==> config.mk <==
export PLATFORM = sky130hd
export DESIGN_NAME = gold_code_gen
export DESIGN_NICKNAME = d
export VERILOG_FILES = /design/src/rtl/gold_pkg.sv /design/src/rtl/chip_tick.sv /design/src/rtl/gold_lfsr.sv /design/src/rtl/phase_tap.sv /design/src/rtl/epoch_timer.sv /design/src/rtl/gold_code_gen.sv
export SDC_FILE = /design/constraint.sdc
export NUM_CORES = 1
export LEC_CHECK = 0
export ABC_CLOCK_PERIOD_IN_PS = 2790
export BUFFER_PORTS_ARGS = -buffer_cell sky130_fd_sc_hd__buf_2
export CORE_ASPECT_RATIO = 0.7
export CORE_MARGIN = 5
export CORE_UTILIZATION = 47
export CTS_CLUSTER_SIZE = 20
export DETAILED_ROUTE_END_ITERATION = 6
export GPL_ROUTABILITY_DRIVEN = 0
export GPL_TIMING_DRIVEN = 0
export SLEW_MARGIN = 20
export SYNTH_ARGS = -nofsm -noshare
export SYNTH_HDL_FRONTEND = slang
export SYNTH_SLANG_ARGS = --single-unit
export TNS_END_PERCENT = 10
==> constraint.sdc <==
create_clock -name clk_i -period 2.79 [get_ports clk_i]
set_input_delay 0.4185 -clock clk_i [delete_from_list [all_inputs] [get_ports clk_i]]
set_output_delay 0.4185 -clock clk_i [all_outputs]
set_load 0.03 [all_outputs]
==> src/rtl/gold_pkg.sv <==
package gold_pkg;
  // shift register length and natural code length
  localparam int unsigned STAGES   = 10;
  localparam int unsigned CODE_LEN = (1 << STAGES) - 1;
  // feedback masks, bit i stands for stage i+1
  localparam logic [STAGES-1:0] G1_FB_MASK = 10'h204; // stages 3,10
  localparam logic [STAGES-1:0] G2_FB_MASK = 10'h3A6; // stages 2,3,6,8,9,10
  localparam logic [STAGES-1:0] SEED       = '1;
  localparam int unsigned TAP_W = 4;
endpackage

==> src/rtl/chip_tick.sv <==
module chip_tick #(
  parameter int unsigned REF_DIV = 10
) (
  input  logic clk_i,
  input  logic rst_ni,
  input  logic sync_i,
  output logic tick_o
);
  localparam int unsigned DW = $clog2(REF_DIV + 1);
  localparam logic [DW-1:0] LAST = DW'(REF_DIV - 1);

  logic [DW-1:0] div_q, div_d;

  always_comb begin
    tick_o = (div_q == LAST);
    if (sync_i)      div_d = '0;
    else if (tick_o) div_d = '0;
    else             div_d = div_q + 1'b1;
  end

  always_ff @(posedge clk_i or negedge rst_ni) begin
    if (!rst_ni) div_q <= '0;
    else         div_q <= div_d;
  end
endmodule

==> src/rtl/gold_lfsr.sv <==
module gold_lfsr #(
  parameter int unsigned           N       = 10,
  parameter logic [N-1:0]          FB_MASK = '0,
  parameter logic [N-1:0]          SEED    = '1
) (
  input  logic         clk_i,
  input  logic         rst_ni,
  input  logic         load_i,
  input  logic         adv_i,
  output logic [N-1:0] state_o
);
  logic [N-1:0] sr_q, sr_d;
  logic         fb;

  always_comb begin
    fb = ^(sr_q & FB_MASK);
    if (load_i)     sr_d = SEED;
    else if (adv_i) sr_d = {sr_q[N-2:0], fb};
    else            sr_d = sr_q;
  end

  always_ff @(posedge clk_i or negedge rst_ni) begin
    if (!rst_ni) sr_q <= SEED;
    else         sr_q <= sr_d;
  end

  assign state_o = sr_q;
endmodule

==> src/rtl/phase_tap.sv <==
module phase_tap #(
  parameter int unsigned N     = 10,
  parameter int unsigned TAP_W = 4
) (
  input  logic [N-1:0]     state_i,
  input  logic [TAP_W-1:0] sel_a_i,
  input  logic [TAP_W-1:0] sel_b_i,
  output logic             tap_o
);
  logic [N-1:0] hit_a, hit_b;

  // one comparator per stage; an index outside 1..N matches nothing
  for (genvar i = 0; i < N; i++) begin : g_stage
    assign hit_a[i] = (sel_a_i == TAP_W'(i + 1)) & state_i[i];
    assign hit_b[i] = (sel_b_i == TAP_W'(i + 1)) & state_i[i];
  end

  assign tap_o = (|hit_a) ^ (|hit_b);
endmodule

==> src/rtl/epoch_timer.sv <==
module epoch_timer #(
  parameter int unsigned CODE_LEN = 1023,
  parameter int unsigned DATA_DIV = 20
) (
  input  logic clk_i,
  input  logic rst_ni,
  input  logic sync_i,
  input  logic tick_i,
  output logic epoch_o,
  output logic data_clk_o
);
  localparam int unsigned CW   = $clog2(CODE_LEN);
  localparam int unsigned BW   = $clog2(DATA_DIV + 1);
  localparam logic [CW-1:0] C_LAST = CW'(CODE_LEN - 1);
  localparam logic [BW-1:0] B_LAST = BW'(DATA_DIV - 1);
  localparam logic [BW-1:0] B_HALF = BW'(DATA_DIV / 2);

  logic [CW-1:0] chip_q, chip_d;
  logic [BW-1:0] bit_q, bit_d;

  always_comb begin
    epoch_o = tick_i & (chip_q == C_LAST);
    if (sync_i)       chip_d = '0;
    else if (epoch_o) chip_d = '0;
    else if (tick_i)  chip_d = chip_q + 1'b1;
    else              chip_d = chip_q;

    if (sync_i)       bit_d = '0;
    else if (epoch_o) bit_d = (bit_q == B_LAST) ? '0 : bit_q + 1'b1;
    else              bit_d = bit_q;
  end

  always_ff @(posedge clk_i or negedge rst_ni) begin
    if (!rst_ni) begin
      chip_q <= '0;
      bit_q  <= '0;
    end else begin
      chip_q <= chip_d;
      bit_q  <= bit_d;
    end
  end

  assign data_clk_o = (bit_q < B_HALF);
endmodule

==> src/rtl/gold_code_gen.sv <==
module gold_code_gen
  import gold_pkg::*;
#(
  parameter int unsigned REF_DIV  = 10,
  parameter int unsigned DATA_DIV = 20
) (
  input  logic             clk_i,
  input  logic             rst_ni,
  input  logic             resync_i,
  input  logic [TAP_W-1:0] tap_a_i,
  input  logic [TAP_W-1:0] tap_b_i,
  output logic             chip_o,
  output logic             chip_en_o,
  output logic             epoch_o,
  output logic             data_clk_o
);
  logic              tick;
  logic [STAGES-1:0] g1_state, g2_state;
  logic              g2_delayed;

  chip_tick #(.REF_DIV(REF_DIV)) u_tick (
    .clk_i(clk_i), .rst_ni(rst_ni), .sync_i(resync_i), .tick_o(tick)
  );

  gold_lfsr #(.N(STAGES), .FB_MASK(G1_FB_MASK), .SEED(SEED)) u_g1 (
    .clk_i(clk_i), .rst_ni(rst_ni), .load_i(resync_i), .adv_i(tick),
    .state_o(g1_state)
  );

  gold_lfsr #(.N(STAGES), .FB_MASK(G2_FB_MASK), .SEED(SEED)) u_g2 (
    .clk_i(clk_i), .rst_ni(rst_ni), .load_i(resync_i), .adv_i(tick),
    .state_o(g2_state)
  );

  phase_tap #(.N(STAGES), .TAP_W(TAP_W)) u_sel (
    .state_i(g2_state), .sel_a_i(tap_a_i), .sel_b_i(tap_b_i),
    .tap_o(g2_delayed)
  );

  epoch_timer #(.CODE_LEN(CODE_LEN), .DATA_DIV(DATA_DIV)) u_epoch (
    .clk_i(clk_i), .rst_ni(rst_ni), .sync_i(resync_i), .tick_i(tick),
    .epoch_o(epoch_o), .data_clk_o(data_clk_o)
  );

  assign chip_o    = g1_state[STAGES-1] ^ g2_delayed;
  assign chip_en_o = tick;
endmodule

# After elaboration in Yosys (flattened, before gate mapping)
# Index checks and enable logic that the tools add are counted.
# W data, S select, Z words.
# classes
add_sub_neg,3
n_lt_le_gt_ge,1
n_eq_ne,23
muxes,12
n_bitwise,23
reduce_logical,7
# ops
op,n
$mux W10,7
$eq A4 B3 Y1 const B,8
$eq A4 B4 Y1 const B,7
$and A1 B1 Y1,21
$reduce_or A10 Y1,2
$reduce_xor A10 Y1,2
$eq A4 B2 Y1 const B,4
$mux W5,3
$add A10 B1 Y10 const B,1
$eq A10 B10 Y1 const B,1
$eq A4 B1 Y1 const B,2
$mux W4,2
$add A5 B1 Y5 const B,1
$eq A5 B5 Y1 const B,1
$lt A5 B4 Y1 const B,1
$add A4 B1 Y4 const B,1
$reduce_bool A2 Y1,2
$reduce_bool A3 Y1,1
$xor A1 B1 Y1,2
# word_totals
ff_bits,39
inputBits,11
out_inout_bits,4

# Logic depth before layout (Yosys ltp)
# Gate-level depths: netlist of run 1.
# depth
ltp_word,5
mapped_depth,8
mapped_depth_nobuf,8

# Modules after synthesis
# A second synthesis of run 1 with hierarchy kept.
# hier_totals
cells_unflattened,213
area_unflattened_um2,2224.6
# modules_own_cells
mod,n_inst,cells_per_inst,area_per_inst_um2,seq_area_each_um2
epoch_timer,1,90,872.1,375.4
gold_lfsr (u_g2),1,38,476.7,262.8
gold_lfsr (u_g1),1,33,426.7,262.8
phase_tap,1,31,237.7,0.0
chip_tick,1,20,202.7,100.1
gold_code_gen,1,1,8.8,0.0

# Least setup slack after synthesis of run 1
# Ideal clock, no wire load.
# synth_timing
path_type,input -> output
from,input port tap_b_i[0]
to,output port chip_o
arrival_time_ps,2008
required_time_ps,2372
path_slack_ps,363
stages,6
n_path_buf,1
path_cell_list,buf_4 mux2_2 a2111oi_1 a311oi_1 xnor2_1 xnor2_1
# synth_via
elab_chain_len,5
word_cells_on_any_way,23
# synth_rtl
item,line,source
"start, declared",gold_code_gen.sv:11,"input logic [TAP_W-1:0] tap_b_i,"
"$eq A4 B1 Y1, or another cell as far along",phase_tap.sv:15,assign hit_b[i] = (sel_b_i == TAP_W'(i + 1)) & state_i[i];
$and A1 B1 Y1,phase_tap.sv:15,
$reduce_or A10 Y1 (*),phase_tap.sv:18,assign tap_o = (|hit_a) ^ (|hit_b);
$xor A1 B1 Y1 (*),phase_tap.sv:18,
$xor A1 B1 Y1 (*),gold_code_gen.sv:45,assign chip_o = g1_state[STAGES-1] ^ g2_delayed;
"end, declared",gold_code_gen.sv:12,"output logic chip_o,"
# Mark *: on every way between the ends. The rest lies on a longest branch, timed or not.

# Worst setup path in the final report of run 1
# layout_timing
from,"register u_g2.sr_q[1], in the netlist u_g2.state_o[1]"
to,output port chip_o
# layout_via
elab_chain_len,4
word_cells_on_any_way,6
# layout_rtl
item,line,source
"start, declared",gold_lfsr.sv:12,"logic [N-1:0] sr_q, sr_d;"
"start signal, assigned",gold_lfsr.sv:24,else sr_q <= sr_d;
$and A1 B1 Y1 (on tied branches),"phase_tap.sv:14, phase_tap.sv:15",
$reduce_or A10 Y1,phase_tap.sv:18,
$xor A1 B1 Y1 (*),phase_tap.sv:18,
$xor A1 B1 Y1 (*),gold_code_gen.sv:45,
# Marks and branches as above.

==> impl_metrics.env, run 1 <==
export IMPL_numCtsBuffers=5
export IMPL_cts_hold_fix_buffers=0
export IMPL_ys_warnings_count=0
export IMPL_syn_mean_instance_area_um2=9.657
export IMPL_ys_ff_latch=39
export IMPL_sequential_cell_area_fraction_in_the_yosys_report_pct=47.11
export IMPL_fp_coreArea_um2=4354
export IMPL_run_status="finished, final reports clean"
export IMPL_hold_worst_slack_ns=0.2421
export IMPL_grt_start_max_net_pins=40
export IMPL_post_cts_resize_count=0
export IMPL_worstSetupPathType="register to output port"
export IMPL_num_nets_final=255
export IMPL_grt_pass1_vias=1679
export IMPL_worstPathCellList="mux2_2 -> a2111oi_1 -> a311oi_1 -> xnor2_1 -> xnor2_1 -> buf_2"
export IMPL_routedWlPerCell_um=15.08
export IMPL_netlist_top_cells_area="dfstp_2 (25%), dfrtp_1 (22%), nand2_1 (7.8%)"
export IMPL_synth_edf_count=0
export IMPL_max_freq_mhz=396.0
export IMPL_tns_setup_ns=0
export IMPL_post_route_drc_count=0
export IMPL_hold_viol_final=0
export IMPL_critical_path_s_largest_stage_delay_ns=0.47
export IMPL_launch_point_of_the_worst_path="u_g2.state_o[1]"
export IMPL_numPortBuffers=12
export IMPL_postSynth_asyncResetShare_pct=100.0
export IMPL_netlist_instances=220
export IMPL_setup_worst_path_start_class="register"
export IMPL_layout_min_cycle_time_ns=2.525
export IMPL_clock_latency_ns=0.28
export IMPL_clock_sinks=39
export IMPL_slew_violations=0
export IMPL_grt_first_pass_wirelength_um=7769
export IMPL_synth_cell_type_count=44
export IMPL_pin_count=15
export IMPL_insertedDiodeCount=0
export IMPL_ctsHtreeMaxLevel=2
export IMPL_period_utilisation_layout_pct=90.50
export IMPL_antenna_found_initial=0
export IMPL_crit_path_end_kind="output port"
export IMPL_ir_drop_mv=0.2173
export IMPL_max_cap_violations=0
export IMPL_share_of_the_synthesized_area_in_the_top_cell_type_pct=24.73
export IMPL_cts_root_buffer="clkbuf_8"
export IMPL_report_power_total_mw=1.029
export IMPL_drt_first_iter_violations=104
export IMPL_placementRows=20
export IMPL_vias_per_cell=5.654
export IMPL_die_area_um2=5986
export IMPL_start_of_the_worst_register_to_register_path="u_tick.div_q[1]"
export IMPL_worst_slew_margin_rel_pct=42.58
export IMPL_min_path_type="input pin to async pin"
export IMPL_final_setup_viol_count=0
export IMPL_die_width_um=90.36
export IMPL_chipHeight_um=66.25
export IMPL_ys_top_cells_by_count="nand2_1 (44), nand3b_1 (22), dfstp_2 (20), dfrtp_1 (19)"
export IMPL_firstDrtPassIters=4
export IMPL_syn_num_nets=236
export IMPL_worstPathRequired_ns=2.37
export IMPL_dominantRegCellSynth="dfstp_2"
export IMPL_setup_repair_after_global_routing_missed_its_margin="no"
export IMPL_clock_skew_final_ns=0.004244
export IMPL_detailroute_via_count=1668
export IMPL_clk_pin_slew_ns=0.08
export IMPL_grt_usage_pct=15.81
export IMPL_crit_slowest_cell="a2111oi_1"
export IMPL_total_leakage_power_nw=1.039
export IMPL_worstPathArrival_ns=2.11
export IMPL_synthToLayoutAreaGrowth_pct=10.07
export IMPL_post_route_util_pct=53.71
export IMPL_combined_area_of_all_synthesized_cells_um2=2125
export IMPL_path_common_cell="xnor2_1"
export IMPL_detailedPlacementHpwl_um=3193
export IMPL_tritoncts="done"
export IMPL_largest_area_contributor_in_the_synthesized_netlist="dfstp_2"
export IMPL_post_route_cells_drive_above_1_share_pct=20.83
export IMPL_max_slew_worst_pin_slew_ns=0.8613
export IMPL_p_per_area_nw_per_um2=439.8
export IMPL_drt_wl_total_um=4449
export IMPL_most_frequently_used_cell_type_in_the_post_synthesis_netlist="nand2_1"
export IMPL_antenna_violating_nets_left=0
export IMPL_post_cts_repair_setup_buffers=0
export IMPL_initial_utilization_pct=48.79
export IMPL_clock_tree_buf_depth=2
export IMPL_timing_critical_path_fanout_max=5
export IMPL_global_route_overflow_total=0
## cell usage in the layout, fill, tap and decap left out, types with 3 or more instances in the layout
| master | instances |
|---|---|
| nand2_1 | 44 |
| nand3b_1 | 22 |
| dfstp_2 | 20 |
| dfrtp_1 | 19 |
| buf_2 | 13 |
| xnor2_1 | 11 |
| nor2_1 | 11 |
| o21ai_0 | 8 |
| a21oi_1 | 8 |
| or3_1 | 7 |
| clkbuf_1 | 6 |
| inv_1 | 5 |
| nor3_1 | 5 |
| nor2b_1 | 5 |
| ha_1 | 5 |
| clkbuf_8 | 5 |
| nand3_1 | 4 |
| xor2_1 | 4 |
| buf_1 | 3 |
| a211o_1 | 3 |
| mux2i_1 | 3 |
## path summary, 6_finish.rpt
| check | end | slack (ns) | cells past startpoint |
|---|---|---|---|
| max in group asynchronous | u_epoch.chip_q[4] | 2.00 | 1 |
| min in group clk_i | u_g1.state_o[4] | 0.49 | 2 |
| hold / removal | u_epoch.bit_q[4] | 0.24 | 1 |
| hold reg to reg | u_g1.state_o[4] | 0.49 | 2 |
| setup / recovery | chip_o | 0.26 | 6 |
| setup reg to reg | u_epoch.bit_q[2] | 0.72 | 7 |
## cells by family after synthesis
| group | synth area share, % |
|---|---|
| AND/OR/NAND/NOR | 27.27 |
| flip-flops | 47.11 |
| AO/OA/AOI/OAI | 10.96 |
| buffers and inverters | 3.062 |
| XOR/XNOR | 6.183 |
| multiplexers | 2.473 |
| adder cells (fa/ha/maj) | 2.945 |
## state kept, by name, summed over array words and instances (netlist names)
signal,flops
u_epoch.chip_q,10
u_epoch.bit_q,5
u_g2.state_o,10
u_g1.state_o,10
u_tick.div_q,4
## layout make-up
cell class / count / area, um2
plain buffers: 10 / 42.54
clock buffers: 6 / 72.57
clock inverters: 2 / 12.51
fillers: 392 / 2016
inverters: 6 / 22.52
multi-input cells: 165 / 1059
flip-flops and latches: 39 / 1001
well taps: 55 / 68.82
repair buffers: 12 / 60.06
## worst max-delay path: cells and delay by family, from the launching register on
family	cells	cell delay [ns]
buffers and inverters	1	0.21
DFF	1	0.41
muxes	1	0.26
xor gates and xnor gates	2	0.36
AOI/OAI and AO/OA	2	0.59
## routing by layer
metal,part of all wire (%),vias to the layer above,GRT usage [%]
met5,0,-,0
met4,0.99,0,4.275
met2,47,27,25.36
met3,3.0,8,3.754
li1,-,806,-
met1,49,827,21.50
## per-stage QoR
step | setup slack (ns) | cell area, um2 | cells
finish | 0.2650 | 2338 | 295
global route | 0.1901 | 2338 | 295
CTS | 0.2693 | 2338 | 295
detailed placement | 0.3750 | 2253 | 287
global placement | 0.4875 | 2253 | 287
floorplan | 0.3630 | 2125 | 220
## power breakdown
group          switching, mW  total, mW  internal, mW
clock network          0.193      0.368         0.175
logic                 0.0516     0.0848        0.0332
registers            0.00448      0.576         0.571
total                  0.249       1.03         0.779
No activity file was read; power rests on OpenSTA's default activity.
==> run 2: changes to the inputs <==
--- a/config.mk
+++ b/config.mk
@@ -9,7 +9,7 @@
 export BUFFER_PORTS_ARGS = -buffer_cell sky130_fd_sc_hd__buf_2
 export CORE_ASPECT_RATIO = 0.7
 export CORE_MARGIN = 5
-export CORE_UTILIZATION = 47
+export CORE_UTILIZATION = 38
 export CTS_CLUSTER_SIZE = 20
 export DETAILED_ROUTE_END_ITERATION = 6
 export GPL_ROUTABILITY_DRIVEN = 0
==> impl_metrics.env, run 2 (synthesis results as in run 1) <==
export IMPL_run_status="finished, final reports clean"
export IMPL_chipHeight_um=72.56
export IMPL_clock_latency_ns=0.29
export IMPL_ir_drop_mv=0.2449
export IMPL_p_per_area_nw_per_um2=445.7
export IMPL_worstPathArrival_ns=2.06
export IMPL_crit_slowest_cell="dfstp_2"
export IMPL_initial_utilization_pct=39.78
export IMPL_clock_skew_final_ns=0.01245
export IMPL_die_area_um2=7210
export IMPL_worstPathRequired_ns=2.37
export IMPL_hold_viol_final=0
export IMPL_worst_slew_margin_rel_pct=42.83
export IMPL_grt_start_max_net_pins=40
export IMPL_cts_root_buffer="clkbuf_8"
export IMPL_grt_usage_pct=12.78
export IMPL_timing_critical_path_fanout_max=4
export IMPL_final_setup_viol_count=0
export IMPL_slew_violations=0
export IMPL_period_utilisation_layout_pct=88.80
export IMPL_clock_tree_buf_depth=2
export IMPL_grt_pass1_vias=1506
export IMPL_post_route_drc_count=0
export IMPL_max_freq_mhz=403.7
export IMPL_layoutNonFillerInstCount=312
export IMPL_report_power_total_mw=1.054
export IMPL_detailedPlacementHpwl_um=2920
export IMPL_post_cts_repair_setup_buffers=0
export IMPL_dpl_cell_count=304
export IMPL_drt_wl_total_um=4253
export IMPL_post_cts_resize_count=0
export IMPL_clock_sinks=39
export IMPL_firstDrtPassIters=4
export IMPL_insertedDiodeCount=0
export IMPL_numPortBuffers=12
export IMPL_critical_path_n_buffers_inverters=1
export IMPL_ctsHtreeMaxLevel=2
export IMPL_post_route_cells_drive_above_1_share_pct=20.42
export IMPL_tritoncts="done"
export IMPL_final_design_area_no_fill_um2=2365
export IMPL_pin_count=15
export IMPL_layout_min_cycle_time_ns=2.477
export IMPL_vias_per_cell=5.054
export IMPL_numCtsBuffers=5
export IMPL_antenna_found_initial=0
export IMPL_fp_coreArea_um2=5340
export IMPL_worst_path_dominant_cell_family="flip-flops"
export IMPL_drt_first_iter_violations=76
export IMPL_worstPathCellList="mux2i_1 -> or3_1 -> a311oi_1 -> xnor2_1 -> xnor2_1 -> buf_2"
export IMPL_global_route_overflow_total=0
export IMPL_post_route_worst_setup_slack_ns=0.3126
export IMPL_post_route_util_pct=44.28
export IMPL_detailroute_via_count=1577
export IMPL_clk_pin_slew_ns=0.08
export IMPL_hold_worst_slack_ns=0.2330
export IMPL_setup_repair_after_global_routing_missed_its_margin="no"
export IMPL_max_slew_worst_pin_slew_ns=0.8575
export IMPL_crit_path_end_kind="output port"
export IMPL_mostFrequentLayoutCells="nand2_1 (44), nand3b_1 (22), dfstp_2 (20)"
export IMPL_cts_hold_fix_buffers=0
export IMPL_total_leakage_power_nw=1.044
export IMPL_die_width_um=99.37
export IMPL_layout_commonest_cell="nand2_1"
export IMPL_post_dp_cell_area_um2=2275
export IMPL_grt_first_pass_wirelength_um=7417
export IMPL_path_common_cell="xnor2_1"
export IMPL_setup_worst_path_start_class="register"
export IMPL_critical_path_s_largest_stage_delay_ns=0.58
export IMPL_min_path_type="input pin to async pin"
export IMPL_antenna_violating_nets_left=0
export IMPL_placement_setup_slack_ns=0.4570
export IMPL_tns_setup_ns=0
export IMPL_num_nets_final=255
export IMPL_placementRows=22
export IMPL_worstSetupPathType="register to output port"
export IMPL_max_cap_violations=0
export IMPL_synthToLayoutAreaGrowth_pct=11.31
export IMPL_routedWlPerCell_um=13.63
## run 2: changes by cell type in the layout (fill, tap and decap cells not counted)
cell / delta
clkinvlp_4: -1
clkinv_1: +1
clkbuf_8: +1
clkinv_2: -1
## run 2: area by class of cell
type                            count  area, um2
Clock inverter                      1      3.754
Tap cell                           72      90.09
Clock buffer                        7      86.33
Fill cell                         521       2975
Inverter                            6      22.52
Multi-Input combinational cell    165       1059
Timing Repair Buffer               12      60.06
Buffer                             10      42.54
Sequential cell                    39       1001
## run 2: layer usage
metal	vias up	global-route usage [%]	part of all wire, %
met5	-	0	0
met3	8	2.978	4.6
met4	0	4.091	1.3
li1	804	-	-
met2	24	17.41	39
met1	741	19.67	55
## run 2: path summary, 6_finish.rpt
path / startpoint / endpoint / slack (ns) / cells past startpoint
worst min-delay path: rst_ni / u_epoch.bit_q[3] / 0.23 / 1
worst max register to register: u_tick.div_q[1] / u_epoch.bit_q[2] / 0.81 / 7
min in group clk_i: u_g1.state_o[8] / u_g1.state_o[9] / 0.49 / 2
worst max-delay path: u_g2.state_o[3] / chip_o / 0.31 / 6
worst min register to register: u_g1.state_o[8] / u_g1.state_o[9] / 0.49 / 2
max in group asynchronous: rst_ni / u_epoch.chip_q[1] / 2.03 / 1
## run 2: report_power, final
group | leakage, nW | switching, mW | internal [mW]
registers | 0.473 | 0.00426 | 0.571
logic | 0.524 | 0.0492 | 0.0331
clock network | 0.0459 | 0.198 | 0.198
total | 1.04 | 0.251 | 0.803
==> run 3: changes to the inputs <==
--- a/config.mk
+++ b/config.mk
@@ -5,7 +5,7 @@
 export SDC_FILE = /design/constraint.sdc
 export NUM_CORES = 1
 export LEC_CHECK = 0
-export ABC_CLOCK_PERIOD_IN_PS = 2790
+export ABC_CLOCK_PERIOD_IN_PS = 2500
 export BUFFER_PORTS_ARGS = -buffer_cell sky130_fd_sc_hd__buf_2
 export CORE_ASPECT_RATIO = 0.7
 export CORE_MARGIN = 5
==> constraint.sdc (replaced) <==
create_clock -name clk_i -period 2.5 [get_ports clk_i]
set_input_delay 0.375 -clock clk_i [delete_from_list [all_inputs] [get_ports clk_i]]
set_output_delay 0.375 -clock clk_i [all_outputs]
set_load 0.03 [all_outputs]
==> impl_metrics.env, run 3 (synthesis results as in run 1) <==
export IMPL_run_status="finished, final reports clean"
export IMPL_final_fill_count=520
export IMPL_grt_start_max_net_pins=40
export IMPL_post_cts_resize_count=0
export IMPL_setup_worst_path_start_class="register"
export IMPL_tns_setup_ns=0
export IMPL_critical_path_s_largest_stage_delay_ns=0.47
export IMPL_hold_viol_final=0
export IMPL_cts_hold_fix_buffers=0
export IMPL_die_area_um2=7210
export IMPL_worstSetupPathType="register to output port"
export IMPL_worstPathArrival_ns=2.03
export IMPL_synthToLayoutAreaGrowth_pct=11.54
export IMPL_power_switching_share_pct=23.88
export IMPL_layout_area_seq_um2=1001
export IMPL_ir_drop_mv=0.2725
export IMPL_drt_first_iter_violations=77
export IMPL_min_path_type="input pin to async pin"
export IMPL_placementRows=22
export IMPL_chipHeight_um=72.56
export IMPL_pwr_share_comb_pct=8.1
export IMPL_antenna_found_initial=0
export IMPL_max_freq_mhz=415.8
export IMPL_mostFrequentLayoutCells="nand2_1 (44), nand3b_1 (22), dfstp_2 (20)"
export IMPL_fp_coreArea_um2=5340
export IMPL_clock_sinks=39
export IMPL_post_route_util_pct=44.38
export IMPL_max_cap_violations=0
export IMPL_clock_tree_buf_depth=2
export IMPL_max_slew_worst_pin_slew_ns=0.8618
export IMPL_numCtsBuffers=5
export IMPL_multi_input_area_um2=1065
export IMPL_cts_root_buffer="clkbuf_8"
export IMPL_numPortBuffers=12
export IMPL_post_cts_repair_setup_buffers=0
export IMPL_slew_violations=0
export IMPL_pin_count=15
export IMPL_clk_pin_slew_ns=0.08
export IMPL_initial_utilization_pct=39.78
export IMPL_insertedDiodeCount=0
export IMPL_total_leakage_power_nw=1.045
export IMPL_path_common_cell="xnor2_1"
export IMPL_rr_worst_depth=7
export IMPL_pwr_share_seq_pct=54.4
export IMPL_crit_slowest_cell="a2111oi_1"
export IMPL_layout_commonest_cell="nand2_1"
export IMPL_num_nets_final=254
export IMPL_global_route_overflow_total=0
export IMPL_post_route_drc_count=0
export IMPL_grt_usage_pct=12.78
export IMPL_die_width_um=99.37
export IMPL_part_of_the_total_power_dissipated_in_the_clock_network_pct=37.5
export IMPL_grt_first_pass_wirelength_um=7417
export IMPL_post_route_worst_setup_slack_ns=0.09487
export IMPL_layoutNonFillerInstCount=311
export IMPL_clock_skew_final_ns=0.01225
export IMPL_firstDrtPassIters=4
export IMPL_worstPathCellList="mux2_2 -> a2111oi_1 -> a311oi_2 -> xnor2_1 -> xnor2_1 -> buf_4"
export IMPL_final_setup_viol_count=0
export IMPL_power_internal_mw=0.8990
export IMPL_vias_per_cell=5.119
export IMPL_antenna_violating_nets_left=0
export IMPL_worst_slew_margin_rel_pct=42.55
export IMPL_p_per_area_nw_per_um2=498.4
export IMPL_timing_critical_path_fanout_max=5
export IMPL_placement_setup_slack_ns=0.2540
export IMPL_dpl_cell_count=304
export IMPL_clock_latency_ns=0.29
export IMPL_power_net_switching_mw=0.2820
export IMPL_worstPathRequired_ns=2.12
export IMPL_period_utilisation_layout_pct=96.21
export IMPL_detailedPlacementHpwl_um=2920
export IMPL_crit_path_end_kind="output port"
export IMPL_detailroute_via_count=1592
export IMPL_ctsHtreeMaxLevel=2
export IMPL_tritoncts="done"
export IMPL_routedWlPerCell_um=13.82
export IMPL_hold_worst_slack_ns=0.1903
export IMPL_post_route_cells_drive_above_1_share_pct=20.92
export IMPL_drt_wl_total_um=4298
export IMPL_grt_pass1_vias=1506
export IMPL_layout_min_cycle_time_ns=2.405
==> run 3: layout make-up <==
cell class | instances | share of cell area [%]
multi-input cells | 165 | 44.93
clock buffers | 7 | 3.643
well taps | 72 | 3.801
plain buffers | 9 | 1.637
inverters | 6 | 0.9504
clock inverters | 1 | 0.1584
repair buffers | 12 | 2.640
flip-flops and latches | 39 | 42.24
==> run 3: power groups by stage <==
stage	registers, mW	logic, mW	clock network, mW
after CTS	0.642	0.0940	0.460
after global routing	0.643	0.108	0.493
after floorplan	0.652	0.0578	0
after global placement	0.653	0.0935	0
after detailed placement	0.653	0.0938	0
final	0.643	0.0960	0.443
==> run 3: path summary, 6_finish.rpt <==
| path | end | startpoint | slack, ns |
|---|---|---|---|
| setup / recovery | chip_o | u_g2.state_o[1] | 0.09 |
| hold / removal | u_epoch.bit_q[3] | rst_ni | 0.19 |
| setup reg to reg | u_epoch.chip_q[9] | u_tick.div_q[0] | 0.33 |
| hold reg to reg | u_g1.state_o[3] | u_g1.state_o[3] | 0.49 |
| max in group asynchronous | u_epoch.chip_q[1] | rst_ni | 1.78 |
| min in group clk_i | u_g1.state_o[3] | u_g1.state_o[3] | 0.49 |
==> run 3: through the flow <==
step                      area (um2)  power, mW
after floorplan                 2125     0.7102
after global placement          2275     0.7467
after detailed placement        2275     0.7473
after CTS                       2365      1.196
after global routing            2370      1.244
final                           2370      1.181
==> run 3: worst max-delay path, delay by kind of cell (launching register included) <==
family          cells  cell delay [ns]
compound gates      2             0.56
flops               1             0.40
xor+xnor            2             0.31
mux                 1             0.28
buf+inv             1             0.18
==> run 3: metal layers <==
| metal | track usage, % | vias to the layer above | share of wire, % |
|---|---|---|---|
| met5 | 0 | - | 0 |
| met4 | 4.091 | 0 | 1.3 |
| met3 | 2.978 | 8 | 4.5 |
| met2 | 17.41 | 22 | 39 |
| met1 | 19.67 | 761 | 55 |
| li1 | - | 801 | - |
